$ cat src/rtl/dma_sched_pkg.sv
package dma_sched_pkg;
  // Which tier, if any, produced this cycle's grant.
  typedef enum logic [1:0] {
    PICK_NONE   = 2'd0,
    PICK_HI     = 2'd1,
    PICK_LO     = 2'd2,
    PICK_HI_NEW = 2'd3
  } pick_kind_e;

  localparam int unsigned TIER_HI     = 0;
  localparam int unsigned TIER_LO     = 1;
  localparam int unsigned TIER_HI_NEW = 2;
  localparam int unsigned NUM_TIERS   = 3;
endpackage

$ cat src/rtl/dma_sched_rr.sv
module dma_sched_rr #(
  parameter int unsigned NCH = 4,
  localparam int unsigned IW = (NCH > 1) ? $clog2(NCH) : 1
) (
  input  logic [NCH-1:0] cand,
  input  logic [IW-1:0]  last_idx,
  output logic [NCH-1:0] pick,
  output logic [IW-1:0]  pick_idx,
  output logic           found
);
  // Search upward from last_idx+1 with wrap. The lowest offset wins.
  function automatic logic [NCH-1:0] rr_onehot(input logic [NCH-1:0] m,
                                                input logic [IW-1:0]  p);
    logic [NCH-1:0] r;
    int pos;
    r = '0;
    for (int k = NCH - 1; k >= 0; k--) begin
      pos = (int'(p) + 1 + k) % NCH;
      if (m[IW'(pos)]) r = {{(NCH-1){1'b0}}, 1'b1} << pos;
    end
    return r;
  endfunction

  function automatic logic [IW-1:0] onehot_to_idx(input logic [NCH-1:0] v);
    logic [IW-1:0] i;
    i = '0;
    for (int k = 0; k < NCH; k++) begin
      if (v[k]) i = IW'(k);
    end
    return i;
  endfunction

  always_comb begin
    pick     = rr_onehot(cand, last_idx);
    pick_idx = onehot_to_idx(pick);
    found    = |cand;
  end
endmodule

$ cat src/rtl/dma_sched_state.sv
module dma_sched_state
  import dma_sched_pkg::*;
#(
  parameter int unsigned NCH = 4,
  localparam int unsigned IW = (NCH > 1) ? $clog2(NCH) : 1
) (
  input  logic           clk,
  input  logic           rst_n,
  input  logic [NCH-1:0] pri_in,
  input  logic           fire,
  input  pick_kind_e     kind,
  input  logic [NCH-1:0] win_gnt,
  input  logic [IW-1:0]  win_idx,
  output logic [NCH-1:0] pri_q,
  output logic [NCH-1:0] served_q,
  output logic [IW-1:0]  hi_ptr,
  output logic [IW-1:0]  lo_ptr
);
  localparam logic [IW-1:0] PTR_RESET = IW'(NCH - 1);

  always_ff @(posedge clk or negedge rst_n) begin
    if (!rst_n) begin
      pri_q    <= '0;
      served_q <= '0;
      hi_ptr   <= PTR_RESET;
      lo_ptr   <= PTR_RESET;
    end else begin
      pri_q <= pri_in;
      if (fire) begin
        unique case (kind)
          PICK_HI: begin
            served_q <= served_q | win_gnt;
            hi_ptr   <= win_idx;
          end
          PICK_LO: begin
            served_q <= '0;
            lo_ptr   <= win_idx;
          end
          PICK_HI_NEW: begin
            served_q <= win_gnt;
            hi_ptr   <= win_idx;
          end
          default: ;
        endcase
      end
    end
  end
endmodule

$ cat src/rtl/dma_issue_sched.sv
module dma_issue_sched
  import dma_sched_pkg::*;
#(
  parameter int unsigned NCH = 4,
  localparam int unsigned IW = (NCH > 1) ? $clog2(NCH) : 1
) (
  input  logic           clk,
  input  logic           rst_n,
  input  logic [NCH-1:0] chan_req,
  input  logic [NCH-1:0] chan_hi,
  input  logic           issue_accept,
  output logic [NCH-1:0] grant
);
  logic [NCH-1:0] pri_q;
  logic [NCH-1:0] served_q;
  logic [IW-1:0]  hi_ptr;
  logic [IW-1:0]  lo_ptr;

  logic [NCH-1:0] tier_cand [NUM_TIERS];
  logic [IW-1:0]  tier_ptr  [NUM_TIERS];
  logic [NCH-1:0] tier_pick [NUM_TIERS];
  logic [IW-1:0]  tier_idx  [NUM_TIERS];
  logic           tier_any  [NUM_TIERS];

  pick_kind_e     kind;
  logic [NCH-1:0] win_gnt;
  logic [IW-1:0]  win_idx;
  logic           fire;

  // Events brought out for the checker.
  logic           hi_pending;
  logic           lo_take;

  always_comb begin
    tier_cand[TIER_HI]     = chan_req & pri_q & ~served_q;
    tier_cand[TIER_LO]     = chan_req & ~pri_q;
    tier_cand[TIER_HI_NEW] = chan_req & pri_q;
    tier_ptr[TIER_HI]      = hi_ptr;
    tier_ptr[TIER_LO]      = lo_ptr;
    tier_ptr[TIER_HI_NEW]  = hi_ptr;
  end

  for (genvar t = 0; t < NUM_TIERS; t++) begin : g_tier
    dma_sched_rr #(.NCH(NCH)) u_rr (
      .cand     (tier_cand[t]),
      .last_idx (tier_ptr[t]),
      .pick     (tier_pick[t]),
      .pick_idx (tier_idx[t]),
      .found    (tier_any[t])
    );
  end

  always_comb begin
    kind    = PICK_NONE;
    win_gnt = '0;
    win_idx = '0;
    if (rst_n) begin
      if (tier_any[TIER_HI]) begin
        kind    = PICK_HI;
        win_gnt = tier_pick[TIER_HI];
        win_idx = tier_idx[TIER_HI];
      end else if (tier_any[TIER_LO]) begin
        kind    = PICK_LO;
        win_gnt = tier_pick[TIER_LO];
        win_idx = tier_idx[TIER_LO];
      end else if (tier_any[TIER_HI_NEW]) begin
        kind    = PICK_HI_NEW;
        win_gnt = tier_pick[TIER_HI_NEW];
        win_idx = tier_idx[TIER_HI_NEW];
      end
    end
  end

  assign fire       = issue_accept && (kind != PICK_NONE);
  assign grant      = win_gnt;
  assign hi_pending = tier_any[TIER_HI];
  assign lo_take    = fire && (kind == PICK_LO);

  dma_sched_state #(.NCH(NCH)) u_state (
    .clk      (clk),
    .rst_n    (rst_n),
    .pri_in   (chan_hi),
    .fire     (fire),
    .kind     (kind),
    .win_gnt  (win_gnt),
    .win_idx  (win_idx),
    .pri_q    (pri_q),
    .served_q (served_q),
    .hi_ptr   (hi_ptr),
    .lo_ptr   (lo_ptr)
  );
endmodule

$ cat config.mk
export PLATFORM = sky130hd
export DESIGN_NAME = dma_issue_sched
export DESIGN_NICKNAME = d
export VERILOG_FILES = /design/src/rtl/dma_sched_pkg.sv /design/src/rtl/dma_sched_rr.sv /design/src/rtl/dma_sched_state.sv /design/src/rtl/dma_issue_sched.sv
export SDC_FILE = /design/constraint.sdc
export NUM_CORES = 1
export LEC_CHECK = 0
export ABC_AREA = 1
export BUFFER_PORTS_ARGS = -buffer_cell sky130_fd_sc_hd__buf_2
export CORE_MARGIN = 3
export CORE_UTILIZATION = 55
export CTS_CLUSTER_DIAMETER = 40
export DETAILED_ROUTE_END_ITERATION = 16
export GPL_ROUTABILITY_DRIVEN = 0
export MAX_ROUTING_LAYER = met4
export PLACE_DENSITY = 0.74
export SYNTH_ARGS = -nofsm -noshare
export SYNTH_HDL_FRONTEND = slang
export SYNTH_HIERARCHICAL = 1
export SYNTH_SLANG_ARGS = --single-unit
$ cat constraint.sdc
create_clock -name clk -period 3.1 [get_ports clk]
set_input_delay 0.62 -clock clk [delete_from_list [all_inputs] [get_ports clk]]
set_output_delay 0.62 -clock clk [all_outputs]
set_load 0.01 [all_outputs]
## Word level (Yosys, flattened, before mapping)

Cells that the tools add are included.

| cells by class | value |
|---|---|
| add/sub/neg operators | 8 |
| $lt $le $gt $ge | 8 |
| shift-type cells | 8 |
| bitwise logic cells | 6 |
| equal/unequal tests | 3 |
| muxes and demuxes | 70 |
| reduce and logical (&&, ||, !) cells | 10 |

Operators by type and width:

| kind | count |
|---|---|
| 2-to-1 mux 4 bit | 16 |
| < comparator 2 x 4 -> 1 bit, second input constant | 8 |
| left shift 1 x 2 -> 4 bit, first input constant | 8 |
| 2-to-1 mux 2 bit | 14 |
| 2-to-1 mux 1 bit | 27 |
| binary-select mux 1 bit (select 2 bit) | 12 |
| AND 4 bit | 3 |
| case mux 4 bit (3 select lines) | 1 |
| OR reduction 4 bit | 3 |
| adder 2 x 1 -> 2 bit, second input constant | 4 |
| adder 2 bit, second input constant | 4 |
| inverter 4 bit | 2 |
| AND reduction 2 bit | 3 |
| == test 2 bit, second input constant | 2 |
| bitwise OR 4 bit | 1 |
| nonzero test 3 bit | 1 |
| == test 2 x 1 -> 1 bit, second input constant | 1 |
| nonzero test 2 bit | 1 |
| OR reduction 2 bit | 1 |
| logical AND 1 bit | 1 |

| word-level totals | value |
|---|---|
| output and inout port bits | 4 |
| bits of input ports | 11 |
| register bits after elaboration | 12 |

## Depth between registers and ports, before layout

Gate-level depths: netlist of the first run.

| logic depth | value |
|---|---|
| depth in word-level cells | 16 |
| gate-level depth with buffers | 18 |
| depth with buffers taken out | 18 |

## Modules after synthesis

The synthesis of the first run kept the hierarchy.

By module, submodules not included:

| module | seq. area each (µm²) | times used | cells each | area an instance (µm²) |
|---|---|---|---|---|
| dma_sched_rr | 0.0 | 3 | 85 | 454.2 |
| dma_sched_state | 305.3 | 1 | 54 | 486.7 |
| dma_issue_sched | 0.0 | 1 | 57 | 267.8 |

## Worst setup path before layout of the first run

Ideal clock, no wire load.

| path | value |
|---|---|
| path kind | register to output |
| from | register u_state.hi_ptr[0] |
| to | output grant[3] |
| cell stages (with the launch flop) | 13 |
| arrival | 2.064 ns |
| path buffers | 0 |
| setup slack | 0.416 ns |
| path through | dfstp_2 -> inv_2 -> ha_1 -> inv_1 -> nand3_1 -> nand2_2 -> or2_1 -> nand3_1 -> nand2_1 -> nand2_2 -> inv_1 -> o21ai_0 -> a21oi_1 |

RTL lines:

| what | line | RTL |
|---|---|---|
| start: declaration | dma_sched_state.sv:16 | `output logic [IW-1:0] hi_ptr,` |
| start signal: assignment | dma_sched_state.sv:33 | `hi_ptr <= win_idx;` |
| start signal: assignment | dma_sched_state.sv:41 | `hi_ptr <= win_idx;` |
| end: declaration | dma_issue_sched.sv:12 | `output logic [NCH-1:0] grant` |

==> impl_metrics.csv, run 1 <==
group,metric,value,unit
outcome,status,"completed",
sta,finalClockSkew,0.007510,ns
critical_path,path_max_fanout,8,
sta,hold_viol,0,
yosys,synthFlopType,"dfrtp_1",
pwr,power.density,1097,nW/um^2
critical_path,r2r-start,"u_state/hi_ptr[0]$_DFFE_PN1P_",
critical_path,critPathCapture,"grant[3]",
floorplan,die_area,4629,um^2
yosys,ys_warn_count,6,
yosys,ys_ff_latch,12,
drt,first_iter_violations,106,
floorplan,rows,21,
critical_path,end_kind,"output pin",
critical_path,r2r_setup_slack,0.72,ns
cts,cts-root-buf,"clkbuf_8",
cts,worstSkewPairLatency,0.24,ns
critical_path,cp.arrival,2.38,ns
global_routing,grt_max_degree,21,
yosys,synthXorXnorAreaFrac,0,%
critical_path,rr_worst_depth,13,
layout,diodes,0,
sta,worst_slew_pin_slew,0.5022,ns
cts,path_clk_slew,0.06,ns
drt,dr.pass1.iters,5,
sta,min_period,3.000,ns
min_path,hp-class,"input port to async pin",
layout,mostFrequentLayoutCells,"nand2_1 (124), inv_1 (49), nand3_1 (34)",
critical_path,crit_required,2.48,ns
yosys,synth_top_family_by_area,"simple AND/OR/NAND/NOR gates",
drt,remaining_drc_errors,0,
cts,hold_buffers,0,
global_routing,antenna_found_initial,0,
layout,syn2layout_area_growth,15.19,%
critical_path,critPathKind,"flop to output pin",
layout,final_common_cell,"nand2_1",
sta,slew_violations,0,
drt,vias,2260,
yosys,synth_seq_area_share,14.42,%
floorplan,die-width,68.04,um
place,portBuffers,14,
floorplan,initial_core_util,60.13,%
cts,cts_buffers,3,
critical_path,crit_path_start_kind,"flop",
sta,setup_viol,0,
yosys,synth_edf_count,0,
yosys,synthMuxAreaShare,0,%
cts,cts_buffer_depth,2,
drt,via_per_inst,5.183,
layout,layout-drive-gt1-share,24.10,%
global_routing,grt_pass1_wl,8.300,mm
cts,htreeDepth,1,
sta,post-route-period-util,96.76,%
yosys,syn_inst,366,
drt,postRouteAntennaNets,0,
critical_path,r2r_end,"u_state/lo_ptr[0]$_DFFE_PN1P_",
yosys,synth_nets,401,
layout,num-nets-final,426,
yosys,syn_area,2117,um^2
layout,fill_cells,304,
yosys,synth_compound_area_share,8.983,%
run,maxCapViolCount,0,
floorplan,io_pins,15,
yosys,async_reset_ff_share,100.0,%
layout,fin_util,69.26,%
pwr,p_leak,0.001424,uW
sta,fmax,0.3334,GHz
pwr,peakVddDrop,0.0007029,V
drt,drt_wl_total,5.143,mm
yosys,synth-simple-area-share,50.06,%
floorplan,core,3521,um^2
global_routing,grt_use_total,23.83,%
global_routing,grt_overflow_total,0,
yosys,synth_fa_ha_area_share,14.18,%
cts,cts_tree,"yes",
floorplan,die_height,68.04,um
sta,rsz0062_at_grt,"true",
cts,cts_num_sinks,12,
yosys,ys_types,26,
sta,relSlewSlack,66.52,%
yosys,syn_area_per_cell,5.784,um^2
place,dp_hpwl,4.043,mm
sta,hold_slack,0.2925,ns
critical_path,worstSetupStartpoint,"u_state/hi_ptr[0]$_DFFE_PN1P_",
global_routing,grt_pass1_vias,1909,
drt,wl_per_cell,11.80,um
## critical path: stages, from the launching register on
cell and delay, ns:
dfstp_2 0.58, inv_2 0.10, ha_1 0.34, nand3_1 0.17
nand2_2 0.11, or2_1 0.22, nand3_1 0.08, nand2_1 0.06
nand2_2 0.07, inv_1 0.04, o21ai_1 0.16, a21oi_2 0.05
buf_2 0.14
## logic make-up (layout without fill, tap and decap cells)
kind of cell               Yosys count  after routing
adders and majority gates           24             24
and+or+nand+nor                    231            231
DFF                                 12             12
buffers and inverters               64             88
AOI/OAI and AO/OA                   35             35
## through the flow
stage / setup TNS [ns] / instance area (um^2) / std cells / total power (uW) / worst slack, ns
CTS: 0 / 2311 / 432 / 2496 / 0.01559
floorplan: 0 / 2117 / 366 / 1901 / 0.4161
global route: -0.06966 / 2439 / 436 / 2982 / -0.02990
finish: 0 / 2439 / 436 / 2676 / 0.1004
detailed placement: 0 / 2241 / 426 / 2291 / 0.2361
global placement: 0 / 2241 / 426 / 2280 / 0.2413
## registers in the layout (all words and copies together), names as in the netlist
name / count
u_state/hi_ptr: 2
u_state/lo_ptr: 2
u_state/served_q: 4
u_state/pri_q: 4
## area by class of cell
cell class	instances	area, um^2	share of cell area [%]
multi-input combinational	290	1644	67.42
sequential	12	305.3	12.52
inverter	62	242.7	9.954
timing repair buffer	22	133.9	5.490
tap	46	57.56	2.360
clock buffer	4	55.05	2.258
## layer usage
metal,routed length (um),track usage [%]
met1,2412,32.67
met2,2314,37.18
met3,397,4.269
met4,19,3.970
met5,0,-
## worst min-delay path by stage
stage	from	end	slack, ns	cells past startpoint
CTS	rst_n	u_state/served_q[0]$_DFFE_PN0P_	0.30	1
finish	rst_n	u_state/served_q[1]$_DFFE_PN0P_	0.29	1
detailed placement	u_state/lo_ptr[1]$_DFFE_PN1P_	u_state/lo_ptr[1]$_DFFE_PN1P_	0.51	2
global route	rst_n	u_state/served_q[1]$_DFFE_PN0P_	0.31	1
global placement	u_state/lo_ptr[1]$_DFFE_PN1P_	u_state/lo_ptr[1]$_DFFE_PN1P_	0.51	2
floorplan	rst_n	u_state/pri_q[0]$_DFF_PN0_	0.32	0
## timing repair
action | CTS | global route
setup buffers | 2 | 4
pin swaps | 0 | 3
resized for setup | 0 | 22
hold endpoints to repair | 0 | 0
endpoints found under the setup margin | 1 | 4
## Yosys cell counts, types with 4 or more instances
cell type | n | area (um^2)
a21oi_1 | 13 | 65.06
and2_1 | 6 | 37.54
dfrtp_1 | 8 | 200.2
dfstp_2 | 4 | 105.1
ha_1 | 24 | 300.3
inv_1 | 49 | 183.9
inv_2 | 7 | 26.28
nand2_1 | 124 | 465.5
nand2_2 | 26 | 162.7
nand3_1 | 38 | 190.2
nor2_1 | 18 | 67.56
o21ai_0 | 13 | 65.06
or2_1 | 6 | 37.54
## report_power, final
part	switching [uW]	total, uW	internal, uW
logic	1430	2250	818
registers	41.1	258	217
clock network	58.8	171	112
No activity file was read; power rests on OpenSTA's default activity.
==> inputs of run 2 (changes only) <==
Settings changed: CORE_MARGIN 3 to 2, HOLD_SLACK_MARGIN from default to 0.06, SETUP_SLACK_MARGIN from default to 0.3.
==> run 2 against run 1 <==
Effect of this change: total power rose by 34%; final area grew 21%; non-clock buffer count up 28; global-route usage increased by 6.3 points; fmax fell by 1.6%; via count up 15%; combinational power rose by 40%; worst setup slack worse by 0.048 ns; critical path depth increased by 3; clock skew is 0.0033 ns lower; highest routed layer unchanged.
==> impl_metrics.csv, run 2 (synthesis results as in run 1) <==
group,metric,value,unit
outcome,status,"completed",
critical_path,crit_path_start_kind,"flop",
sta,relSlewSlack,62.02,%
pwr,power.density,1210,nW/um^2
floorplan,die-width,66.04,um
global_routing,grt_use_total,30.14,%
drt,drt_wl_total,7.087,mm
cts,cts_tree,"yes",
critical_path,slowest_delay,0.57,ns
critical_path,r2r_setup_slack,0.49,ns
sta,setup_viol,0,
drt,postRouteAntennaNets,0,
layout,diodes,0,
layout,largestRegisters,"u_state/pri_q (4), u_state/served_q (4)",
layout,final_common_cell,"nand2_1",
sta,hold_slack,0.3065,ns
floorplan,die_area,4361,um^2
sta,worst_slew_pin_slew,0.5697,ns
drt,remaining_drc_errors,0,
pwr,p_int,1598,uW
drt,via_per_inst,5.599,
drt,first_iter_violations,204,
pwr,switchingPower,1978,uW
critical_path,r2r-start,"u_state/hi_ptr[0]$_DFFE_PN1P_",
floorplan,die_height,66.04,um
layout,stdcell_count,466,
critical_path,critPathCapture,"grant[2]",
layout,layout-drive-gt1-share,40.91,%
pwr,p_leak,0.001613,uW
cts,path_clk_slew,0.06,ns
place,portBuffers,14,
sta,worst_slack,0.05277,ns
min_path,hp-class,"input port to async pin",
place,dp_slack,0.1946,ns
global_routing,grt_pass1_wl,10.14,mm
layout,syn2layout_area_growth,39.60,%
global_routing,grt_pass1_vias,2303,
critical_path,cp.buffers_inverters,6,
run,maxCapViolCount,0,
drt,vias,2609,
critical_path,crit_required,2.48,ns
floorplan,initial_core_util,57.39,%
floorplan,rows,22,
cts,cts_buffer_depth,2,
critical_path,slowest_stage,"dfstp_2",
global_routing,met1_usage,36.10,%
global_routing,grt_overflow_total,0,
sta,slew_violations,0,
cts,cts_num_sinks,12,
pwr,switching_share,55.32,%
cts,cts_buffers,3,
drt,wl_per_cell,15.21,um
cts,cts-root-buf,"clkbuf_8",
sta,min_period,3.047,ns
pwr,power_frac_clock,4.8,%
critical_path,cp.arrival,2.43,ns
layout,num-nets-final,454,
critical_path,path_depth,15,
sta,hold_viol,0,
critical_path,path_max_fanout,4,
global_routing,met3_usage,4.770,%
critical_path,crit_path_cell_trace,"buf_6, buf_6, buf_12, nand2_2, and2_4, nand2_2, nand2_2, inv_2, nor2_2, nand2_1, nand2_2, inv_1, o21ai_1, a21oi_2, buf_2",
global_routing,antenna_found_initial,0,
cts,htreeDepth,1,
layout,mostFrequentLayoutCells,"nand2_1 (107), inv_1 (43), nand2_2 (40)",
sta,rsz0062_at_grt,"true",
global_routing,met2_usage,51.14,%
place,dp_hpwl,3.880,mm
critical_path,critPathKind,"flop to output pin",
sta,post-route-period-util,98.30,%
sta,fmax,0.3282,GHz
global_routing,grt_busiest_layer,"met2",
pwr,peakVddDrop,0.0008074,V
critical_path,end_kind,"output pin",
global_routing,grt_max_degree,21,
cts,worstSkewPairLatency,0.24,ns
cts,hold_buffers,0,
floorplan,io_pins,15,
sta,finalClockSkew,0.004175,ns
layout,fill_cells,231,
place,placed_cells,431,
drt,dr.pass1.iters,7,
critical_path,path_delay_family,"buffers and inverters",
critical_path,crit_top_cell,"nand2_2",
pwr,p_seq_share,7.5,%
critical_path,rr_worst_depth,18,
critical_path,r2r_end,"u_state/served_q[0]$_DFFE_PN0P_",
layout,multi_input_area,1906,um^2
layout,seq_area,305.3,um^2
floorplan,core,3689,um^2
critical_path,worstSetupStartpoint,"u_state/hi_ptr[0]$_DFFE_PN1P_",
pwr,power_frac_comb,87.8,%
==> run 2: cell count changes in the layout (fill, tap and decap cells not counted), moves of 5 or more <==
cell / delta
nand2_1: -17
nand2_2: +15
nand3_1: -5
ha_4: +7
inv_1: -6
ha_1: -9
inv_4: +6
buf_4: +23
==> run 2: layout make-up <==
| cell class | count | area share, % |
|---|---|---|
| multi-input cells | 290 | 64.48 |
| repair buffers | 50 | 12.57 |
| flip-flops and latches | 12 | 10.33 |
| inverters | 62 | 8.721 |
| well taps | 48 | 2.032 |
| clock buffers | 4 | 1.863 |
==> run 2: through the flow <==
stage	util, %	instance area (um^2)	total power [uW]	setup TNS (ns)
after floorplan	-	2117	1901	0
after global placement	61.43	2266	2291	0
after detailed placement	61.43	2266	2306	0
after CTS	74.56	2750	3008	0
after global routing	80.12	2955	3833	-0.01197
final	80.12	2955	3576	0
==> run 2: what timing repair did <==
item	4_1_cts	5_1_grt
gates resized for setup	65	37
setup buffers	20	11
cloned	0	0
pin swaps	26	14
setup endpoints to repair	4	4
==> run 2: how the worst min path moves through the flow <==
stage / from / endpoint / depth (start not counted)
2_1_floorplan: rst_n / u_state/pri_q[0]$_DFF_PN0_ / 0
3_3_place_gp: u_state/lo_ptr[1]$_DFFE_PN1P_ / u_state/lo_ptr[1]$_DFFE_PN1P_ / 2
3_5_place_dp: u_state/lo_ptr[1]$_DFFE_PN1P_ / u_state/lo_ptr[1]$_DFFE_PN1P_ / 2
4_1_cts: rst_n / u_state/served_q[0]$_DFFE_PN0P_ / 1
5_1_grt: rst_n / u_state/pri_q[1]$_DFF_PN0_ / 1
6_report: rst_n / u_state/pri_q[2]$_DFF_PN0_ / 1
==> run 2: per-layer routing <==
| metal | vias up | share of wire (%) |
|---|---|---|
| met4 | 0 | 4.8 |
| met2 | 161 | 48 |
| met3 | 48 | 7.8 |
| met5 | - | 0 |
| met1 | 1155 | 39 |
| li1 | 1245 | - |
==> run 2: power groups by stage <==
stage	clock (uW)	sequential [uW]	combinational (uW)
finish	170	268	3140
global route	179	272	3380
CTS	171	266	2570
detailed placement	0	270	2040
global placement	0	271	2020
floorplan	0	285	1620
==> inputs of run 3 (changes only) <==
Settings changed: ABC_AREA 1 to default, SETUP_SLACK_MARGIN 0.3 to default.
==> run 3 against run 2 <==
Effect of this change: critical path depth decreased by 5; count of clock-buffer cells in the layout unchanged; via count down 21%; highest routed layer unchanged; area after synthesis down 4.0%; sequential share of layout area is 0.60 points higher; worst setup slack got worse by 0.63 ns; register-to-register slack lost 0.67 ns; critical endpoint is now grant[0]; total power decreased by 13%; non-clock buffer count grew 30; the flow now finishes with violations (setup timing); worst hold slack lost 0.040 ns; sequential power grew 2%; largest power group unchanged; sequential cell count unchanged.
==> impl_metrics.csv, run 3 <==
group,metric,value,unit
cts,hold_buffers,0,
floorplan,initial_core_util,56.35,%
layout,fill_cells,220,
drt,dr.pass1.iters,4,
layout,fin_util,77.45,%
sta,slew_violations,0,
run,maxCapViolCount,0,
pwr,p_leak,0.001327,uW
outcome,violations,"setup timing",
sta,rsz0062_at_grt,"true",
cts,cts_tree,"yes",
layout,num-nets-final,338,
drt,wl_met3,351,um
yosys,ys_ff_latch,12,
cts,cts_buffers,3,
sta,hold_viol,0,
yosys,ys_types,41,
drt,first_iter_violations,139,
yosys,yosys-top-cells-count,"ha_1 (24), inv_1 (22), nand2_1 (20)",
yosys,synth_seq_area_share,15.02,%
pwr,peakVddDrop,0.0008721,V
layout,final_common_cell,"buf_4",
cts,htreeDepth,1,
global_routing,antenna_found_initial,0,
sta,min_period,3.680,ns
yosys,synth_nets,259,
layout,largestRegisters,"u_state/pri_q (4), u_state/served_q (4)",
place,portBuffers,14,
pwr,power.density,1111,nW/um^2
yosys,async_reset_ff_share,100.0,%
global_routing,grt_pass1_vias,2024,
sta,worst_slew_pin_slew,0.3616,ns
layout,seq_area,305.3,um^2
yosys,yosys.area.top_type,"ha_1",
critical_path,slowest_stage,"dfstp_2",
yosys,syn_area_per_cell,9.071,um^2
drt,wl_met2,2.803,mm
critical_path,cp.arrival,3.06,ns
min_path,hp-class,"input port to async pin",
drt,via_per_inst,5.923,
critical_path,critPathKind,"flop to output pin",
drt,wl_met1,2.469,mm
critical_path,slowest_delay,0.59,ns
drt,postRouteAntennaNets,0,
critical_path,crit_top_cell,"inv_1",
drt,vias,2073,
yosys,synth_edf_count,0,
sta,worst_slack,-0.5805,ns
global_routing,grt_max_degree,16,
drt,highest_layer,"met4",
floorplan,die_area,4196,um^2
global_routing,grt_pass1_wl,9.287,mm
yosys,ys_top_cells_by_area,"ha_1 (15%), dfrtp_1 (9.9%), dfstp_2 (5.2%), mux2_2 (4.4%), inv_1 (4.1%)",
cts,cts-root-buf,"clkbuf_8",
sta,tns,-2.872,ns
layout,layout-drive-gt1-share,44.70,%
layout,mostFrequentLayoutCells,"buf_4 (63), ha_1 (21), nand2_1 (20)",
floorplan,io_pins,15,
layout,syn2layout_area_growth,37.44,%
yosys,syn_inst,224,
critical_path,crit_path_cell_trace,"inv_1, ha_4, mux4_2, buf_4, nor2_1, a21oi_1, o31ai_1, inv_1, a221oi_2, buf_2",
floorplan,die-width,64.78,um
yosys,synthFlopType,"dfrtp_1",
sta,fmax,0.2717,GHz
place,dp_hpwl,4.010,mm
sta,relSlewSlack,75.20,%
cts,worstSkewPairLatency,0.24,ns
drt,drt_wl_total,5.843,mm
yosys,yosysTopAreaCellShare,14.78,%
yosys,ys_warn_count,6,
critical_path,end_kind,"output pin",
critical_path,crit_required,2.48,ns
sta,finalClockSkew,0.0008346,ns
drt,wl_per_cell,16.69,um
cts,cts_num_sinks,12,
pwr,power,3103,uW
critical_path,crit_path_start_kind,"flop",
floorplan,rows,22,
layout,diodes,0,
global_routing,grt_overflow_total,0,
yosys,yosysMostFrequentCell,"ha_1",
layout,multi_input_area,1710,um^2
cts,cts_buffer_depth,2,
yosys,syn_area,2032,um^2
floorplan,core,3606,um^2
sta,post-route-period-util,118.7,%
cts,path_clk_slew,0.06,ns
global_routing,grt_use_total,28.87,%
sta,setup_viol,9,
outcome,status,"finished with violations",
drt,remaining_drc_errors,0,
critical_path,path_max_fanout,7,
floorplan,die_height,64.78,um
-- run 3: cell count changes in the layout (fill, tap and decap cells not counted), sizes merged, moves of 6 or more --
cell / previous run / this run
nand2: 152 / 20
nand3: 38 / 0
inv: 58 / 22
buf: 50 / 80
o21ai: 16 / 3
nor2b: 0 / 11
mux2: 0 / 10
a221oi: 0 / 9
mux2i: 0 / 9
nand3b: 0 / 7
mux4: 0 / 6
o21bai: 0 / 6
-- run 3: repair_timing --
item	in CTS	in global routing
pin swaps	12	8
setup buffers	9	0
cloned	0	0
gates resized for setup	9	7
endpoints found under the setup margin	6	11
-- run 3: cells by family (layout without fill, tap and decap cells) --
kind of cell    after synthesis  count (layout)  synth area share (%)
simple gates                 78              78                 21.86
fa+ha+maj                    24              24                 14.78
compound gates               57              57                 23.40
mux                          25              25                 17.73
flops                        12              12                 15.02
buf+inv                      28             106                 7.204
-- run 3: final timing paths --
| kind | to | cells after the start | slack (ns) | start |
|---|---|---|---|---|
| setup / recovery | grant[0] | 10 | -0.58 | u_state/hi_ptr[1]$_DFFE_PN1P_ |
| hold / removal | u_state/pri_q[0]$_DFF_PN0_ | 1 | 0.27 | rst_n |
| setup reg to reg | u_state/hi_ptr[1]$_DFFE_PN1P_ | 14 | -0.18 | u_state/hi_ptr[0]$_DFFE_PN1P_ |
| hold reg to reg | u_state/served_q[3]$_DFFE_PN0P_ | 1 | 0.50 | u_state/served_q[3]$_DFFE_PN0P_ |
| max in group asynchronous | u_state/lo_ptr[1]$_DFFE_PN1P_ | 1 | 2.55 | rst_n |
| min in group clk | u_state/pri_q[2]$_DFF_PN0_ | 1 | 0.48 | chan_hi[2] |
-- run 3: through the flow --
step / hold slack [ns] / instance area [um^2] / instances / worst slack, ns
2_1_floorplan: 0.3244 / 2097 / 224 / -0.2335
3_3_place_gp: 0.4790 / 2591 / 337 / -0.2689
3_5_place_dp: 0.4841 / 2591 / 337 / -0.2954
4_1_cts: 0.2594 / 2745 / 350 / -0.5251
5_1_grt: 0.2877 / 2793 / 350 / -0.6619
6_report: 0.2661 / 2793 / 350 / -0.5805
-- run 3: layout make-up --
cell class	count	share of cell area, %
repair buffers	80	20.65
clock buffers	4	1.971
flip-flops and latches	12	10.93
multi-input cells	184	61.25
well taps	48	2.151
inverters	22	3.047
-- run 3: per-layer routing --
| layer | vias to the layer above | global-route usage, % |
|---|---|---|
| met3 | 25 | 2.431 |
| met2 | 91 | 48.32 |
| li1 | 984 | - |
| met1 | 973 | 35.85 |
| met4 | 0 | 12.23 |
| met5 | - | - |
-- run 3: critical path, delay by kind of cell, from the launching register on --
| kind | cells | cell delay, ns |
|---|---|---|
| AOI/OAI and AO/OA | 3 | 0.75 |
| buffers and inverters | 4 | 0.59 |
| DFF | 1 | 0.59 |
| muxes | 1 | 0.50 |
| adders and majority gates | 1 | 0.28 |
| and+or+nand+nor | 1 | 0.10 |
-- run 3: where the power goes --
group	switching [uW]	total, uW	internal [uW]
registers	50.0	273	223
logic	1280	2660	1380
clock network	61.9	174	112
total	1390	3100	1710
